==> src/rtl/gpio_mw_bank_pkg.sv <==
package gpio_mw_bank_pkg;

    localparam int WORD_W = 32;
    localparam int HALF_W = WORD_W / 2;
    localparam int ADDR_W = 12;

    typedef logic [ADDR_W-1:0] addr_t;
    typedef logic [WORD_W-1:0] word_t;
    typedef logic [HALF_W-1:0] half_t;

    typedef struct packed {
        logic mlo;
        logic mhi;
        logic lvl;
        logic dir;
        logic oen;
        logic word;
    } reg_sel_t;

    function automatic addr_t adr_mlo(input int b);
        return addr_t'(8 * b);
    endfunction

    function automatic addr_t adr_mhi(input int b);
        return addr_t'(4 + 8 * b);
    endfunction

    function automatic addr_t adr_lvl(input int b);
        return addr_t'(12'h060 + 4 * b);
    endfunction

    function automatic addr_t adr_dir(input int b);
        return addr_t'(12'h204 + 12'h040 * b);
    endfunction

    function automatic addr_t adr_oen(input int b);
        return addr_t'(12'h208 + 12'h040 * b);
    endfunction

    function automatic addr_t adr_word(input int b);
        return addr_t'(12'h3C0 + 4 * b);
    endfunction

    // Keep bits whose mask bit is 1, take new data where it is 0.
    function automatic half_t masked_merge(input half_t old_v, input half_t mask, input half_t data);
        return (old_v & mask) | (data & ~mask);
    endfunction

endpackage

==> src/rtl/gpio_mw_decode.sv <==
module gpio_mw_decode
    import gpio_mw_bank_pkg::*;
#(
    parameter int BANK_IDX = 0
) (
    input  addr_t    addr,
    output reg_sel_t sel
);
    localparam addr_t A_MLO  = adr_mlo(BANK_IDX);
    localparam addr_t A_MHI  = adr_mhi(BANK_IDX);
    localparam addr_t A_LVL  = adr_lvl(BANK_IDX);
    localparam addr_t A_DIR  = adr_dir(BANK_IDX);
    localparam addr_t A_OEN  = adr_oen(BANK_IDX);
    localparam addr_t A_WORD = adr_word(BANK_IDX);

    always_comb begin
        sel      = '0;
        sel.mlo  = (addr == A_MLO);
        sel.mhi  = (addr == A_MHI);
        sel.lvl  = (addr == A_LVL);
        sel.dir  = (addr == A_DIR);
        sel.oen  = (addr == A_OEN);
        sel.word = (addr == A_WORD);
    end
endmodule

==> src/rtl/gpio_mw_cfgreg.sv <==
module gpio_mw_cfgreg
    import gpio_mw_bank_pkg::*;
(
    input  logic  clk,
    input  logic  rst,
    input  logic  wr,
    input  word_t wdata,
    output word_t q
);
    always_ff @(posedge clk) begin
        if (rst)     q <= '0;
        else if (wr) q <= wdata;
    end
endmodule

==> src/rtl/gpio_mw_outreg.sv <==
module gpio_mw_outreg
    import gpio_mw_bank_pkg::*;
(
    input  logic     clk,
    input  logic     rst,
    input  logic     we,
    input  reg_sel_t sel,
    input  word_t    wdata,
    output word_t    q
);
    localparam int NHALF = WORD_W / HALF_W;

    for (genvar h = 0; h < NHALF; h++) begin : g_half
        half_t r;
        logic  hit_mask;
        assign hit_mask = we && ((h == 0) ? sel.mlo : sel.mhi);

        always_ff @(posedge clk) begin
            if (rst)
                r <= '0;
            else if (we && sel.word)
                r <= wdata[h*HALF_W +: HALF_W];
            else if (hit_mask)
                r <= masked_merge(r, wdata[WORD_W-1:HALF_W], wdata[HALF_W-1:0]);
        end

        assign q[h*HALF_W +: HALF_W] = r;
    end
endmodule

==> src/rtl/gpio_mw_sync.sv <==
module gpio_mw_sync
    import gpio_mw_bank_pkg::*;
#(
    parameter int STAGES = 2
) (
    input  logic  clk,
    input  logic  rst,
    input  word_t d,
    output word_t q
);
    word_t st [STAGES];

    for (genvar s = 0; s < STAGES; s++) begin : g_st
        always_ff @(posedge clk) begin
            if (rst)         st[s] <= '0;
            else if (s == 0) st[s] <= d;
            else             st[s] <= st[(s == 0) ? 0 : s-1];
        end
    end

    assign q = st[STAGES-1];
endmodule

==> src/rtl/gpio_mw_bank.sv <==
module gpio_mw_bank
    import gpio_mw_bank_pkg::*;
#(
    parameter int BANK_IDX    = 0,
    parameter int SYNC_STAGES = 2
) (
    input  logic        clk,
    input  logic        rst,
    input  logic [11:0] reg_addr,
    input  logic        reg_we,
    input  logic [31:0] reg_wdata,
    output logic [31:0] reg_rdata,
    input  logic [31:0] pin_in,
    output logic [31:0] pin_out,
    output logic [31:0] pin_oe
);
    reg_sel_t sel;
    word_t    dir_q, oen_q, out_q, lvl_q;

    gpio_mw_decode #(.BANK_IDX(BANK_IDX)) u_dec (
        .addr (reg_addr),
        .sel  (sel)
    );

    gpio_mw_cfgreg u_dir (
        .clk   (clk),
        .rst   (rst),
        .wr    (reg_we && sel.dir),
        .wdata (reg_wdata),
        .q     (dir_q)
    );

    gpio_mw_cfgreg u_oen (
        .clk   (clk),
        .rst   (rst),
        .wr    (reg_we && sel.oen),
        .wdata (reg_wdata),
        .q     (oen_q)
    );

    gpio_mw_outreg u_out (
        .clk   (clk),
        .rst   (rst),
        .we    (reg_we),
        .sel   (sel),
        .wdata (reg_wdata),
        .q     (out_q)
    );

    gpio_mw_sync #(.STAGES(SYNC_STAGES)) u_sync (
        .clk (clk),
        .rst (rst),
        .d   (pin_in),
        .q   (lvl_q)
    );

    always_comb begin
        reg_rdata = '0;
        if (sel.lvl)  reg_rdata = lvl_q;
        if (sel.dir)  reg_rdata = dir_q;
        if (sel.oen)  reg_rdata = oen_q;
        if (sel.word) reg_rdata = out_q;
    end

    assign pin_out = out_q;
    assign pin_oe  = dir_q & oen_q;
endmodule

==> config.mk <==
export PLATFORM = sky130hd
export DESIGN_NAME = gpio_mw_bank
export DESIGN_NICKNAME = d
export VERILOG_FILES = /design/src/rtl/gpio_mw_bank_pkg.sv /design/src/rtl/gpio_mw_decode.sv /design/src/rtl/gpio_mw_cfgreg.sv /design/src/rtl/gpio_mw_outreg.sv /design/src/rtl/gpio_mw_sync.sv /design/src/rtl/gpio_mw_bank.sv
export SDC_FILE = /design/constraint.sdc
export NUM_CORES = 1
export LEC_CHECK = 0
export BUFFER_PORTS_ARGS = -buffer_cell sky130_fd_sc_hd__buf_2
export CORE_ASPECT_RATIO = 0.7
export CORE_UTILIZATION = 57
export CTS_CLUSTER_DIAMETER = 120
export DETAILED_ROUTE_END_ITERATION = 7
export GPL_TIMING_DRIVEN = 0
export PLACE_DENSITY = 0.87
export SLEW_MARGIN = 30
export SYNTH_ARGS = -nofsm -noshare
export SYNTH_HDL_FRONTEND = slang
export SYNTH_SLANG_ARGS = --single-unit
==> constraint.sdc <==
create_clock -name clk -period 5.2 [get_ports clk]
set_input_delay 0.26 -clock clk [delete_from_list [all_inputs] [get_ports clk]]
set_output_delay 0.26 -clock clk [all_outputs]
set_load 0.01 [all_outputs]
==> flow_metrics.tcl <==
set metrics [dict create \
    run_status "finished clean" \
    detail-route-antenna-nets 0 \
    cts-hold-fix-buffers 0 \
    clockPowerShare_pct 47.5 \
    hold_path.startpoint "pin_in[1]" \
    synth_top_area_share_pct 45.6 \
    critPathSlowestCell "nor3_1" \
    rows 33 \
    fillCellCount 880 \
    clockRootBuffer "clkbuf_16" \
    totalWireLength_um 21900 \
    avgRoutedWirePerCell_um 18.9 \
    antenna_found_initial 1 \
    drt_iter0_drc 964 \
    io_pins 175 \
    grt_pass1_wl_um 33600 \
    power_leakage_nw 3.86 \
    synth_xor_area_share_pct 0 \
    tns_ns 0 \
    final_max_slew_viol_count 0 \
    mostFrequentLayoutCells "buf_2, dfxtp_1, nor2_1" \
    syn_nets 880 \
    drtPass1Iterations 6 \
    gp_congestion 0.950 \
    dp_hpwl_um 15700 \
    grt_max_degree 17 \
    yosys.area_share.adder_pct 0 \
    yosysTopAreaCell "dfxtp_1" \
    insertion_delay_ns 0.43 \
    setup_viol 0 \
    ir_drop_v 0.000221 \
    cts_buffers 17 \
    cts_resized 0 \
    p_comb_share_pct 5.8 \
    critPathMaxFanout 10 \
    synth_cell_types 34 \
    syn2layout_area_growth_pct 23.6 \
    pwr-share-seq_pct 46.7 \
    p_int_mw 2.04 \
    synthSimpleGateAreaFrac_pct 29.1 \
    crit_chain "buf_2 > or4_1 > buf_2 > nor3_1 > buf_2 > a222oi_1 > nor2_1 > buf_2" \
    crit_top_cell "buf_2" \
    grt_pass1_vias 6380 \
    syn_area_um2 7030 \
    vias 7047 \
    fin_util_pct 73.3 \
    worst-path-buf-inv 4 \
    synthTopCellsByArea "dfxtp_1, mux2i_1, nor2b_1" \
    via_per_inst 6.06 \
    drc 0 \
    multi_input_area_um2 3520 \
    drive_gt1_share_pct 22.9 \
    start_util_pct 59.3 \
    ys_seq_area_share_pct 45.6 \
    post_cts_buffers 0 \
    clk_pin_slew_ns 0.07 \
    max_stage_delay_ns 0.58 \
    drv_cap 0 \
    path_class "input pin to primary output" \
    setup.worst_path.end_class "primary output" \
    hold_class "input pin to register" \
    synth_seq_cells 160 \
    synth_area_per_cell_um2 8.77 \
    cp_data_required_time_ns 4.94 \
    switchingPower_mw 0.648 \
    layout_commonest_cell "buf_2" \
    fin_crit_ns 2.93 \
    core_area_um2 11900 \
    clkSinkCount 160 \
    p_sw_share_pct 24.1 \
    hold_viol 0 \
    grt-ovfl-total 0 \
    final_nets 1071 \
    cp_top_family "simple AND/OR/NAND/NOR gates" \
    syn_inst 801 \
    h-tree-depth 4 \
    io_buffers 172 \
    pwr_density_cell_nw_per_um2 309 \
    synth_compound_area_share_pct 14.1 \
    period_share_pct 56.4 \
    crit_start "reg_addr[5]" \
    critPathArrivalTime_ns 2.67 \
    max_slew_margin_pct 55.3 \
    worst_slew_pin_slew_ns 0.666 \
    ff_latch_area_um2 3200 \
    fp.dieW_um 135 \
    cts_tree "done" \
    start_kind "input pin" \
    grt_util_all_layers_pct 34.8 \
    fmax_ghz 0.341 \
    die_area_um2 12800 \
    synthMuxAreaShare_pct 6.84 \
    rsz0062_at_grt "false" \
    die_h_um 94.9 \
    final.setup_skew_ns 0.00693 \
    synth_top_family_by_area "simple AND/OR/NAND/NOR gates" \
    ys_warn_count 0 \
    cts_buffer_depth 2 \
]
==> per-layer routing <==
| layer | vias up | part of all wire, % | track usage [%] |
|---|---|---|---|
| li1 | 3184 | - | - |
| met1 | 3271 | 41 | 45.3 |
| met2 | 510 | 43 | 53.1 |
| met3 | 82 | 13 | 9.07 |
| met4 | 0 | 3.7 | 18.6 |
| met5 | - | 0 | 0 |
==> cell type report <==
type	count	share of cell area, %
Antenna cell	1	0.0288
Buffer	69	3.51
Clock buffer	18	4.94
Clock inverter	14	1.97
Inverter	1	0.0432
Multi-Input combinational cell	571	40.5
Sequential cell	160	36.9
Tap cell	157	2.26
Timing Repair Buffer	172	9.91
==> cells in the mapped netlist <==
cell type	count
or2_2	3
inv_1	1
or3_1	16
a31oi_1	15
nand4b_1	1
a21o_1	32
nor4_4	3
a222oi_1	32
nor2_1	96
and3b_1	1
nor4_2	1
nand4_1	2
clkbuf_1	52
buf_6	4
or3b_2	1
o21ai_0	31
nor2b_1	67
or4_4	1
buf_2	13
nor3_1	2
nor4_1	19
nand2_1	64
mux2i_1	48
nand3b_1	16
nand2b_1	34
a311oi_1	1
dfxtp_1	160
or4b_4	1
or4_1	3
nand3_1	15
a2111oi_1	1
and4_1	1
a21oi_1	32
and2_1	32
==> metrics by stage <==
step                std cells  total power, mW  hold slack [ns]  area, µm²  worst slack [ns]
floorplan                 801             1.36            0.388       7030              3.07
global placement         1130             1.43            0.416       8090              2.52
detailed placement       1130             1.43            0.422       8090              2.49
CTS                      1162             2.68           0.0285       8690              2.39
global route             1163             2.75           0.0358       8690              2.22
finish                   1163             2.68           0.0342       8690              2.27
==> power by group through the flow <==
stage | clock network [mW] | registers, mW | logic, mW
global placement | 0 | 1.28 | 0.145
CTS | 1.28 | 1.25 | 0.150
global route | 1.33 | 1.25 | 0.164
finish | 1.27 | 1.25 | 0.154
detailed placement | 0 | 1.28 | 0.149
floorplan | 0 | 1.28 | 0.0768
==> path summary, 6_finish.rpt <==
path	end	depth (start not counted)	slack, ns
min reg2reg	u_sync.st[1][7]$_SDFF_PP0_	1	0.43
min	u_sync.st[0][1]$_SDFF_PP0_	2	0.03
max	reg_rdata[6]	8	2.27
max reg2reg	register	2	4.33
==> kinds of logic after synthesis <==
| group | count (synthesis) |
|---|---|
| AND/OR/NAND/NOR | 379 |
| flip-flops | 160 |
| AO/OA/AOI/OAI | 144 |
| buffers and inverters | 70 |
| multiplexers | 48 |
==> worst register-to-register path: cells and delay by family (launching register included) <==
family          cells  cell delay [ns]
compound gates      2             0.38
flops               1             0.39
(Power assumes the default switching activity.)
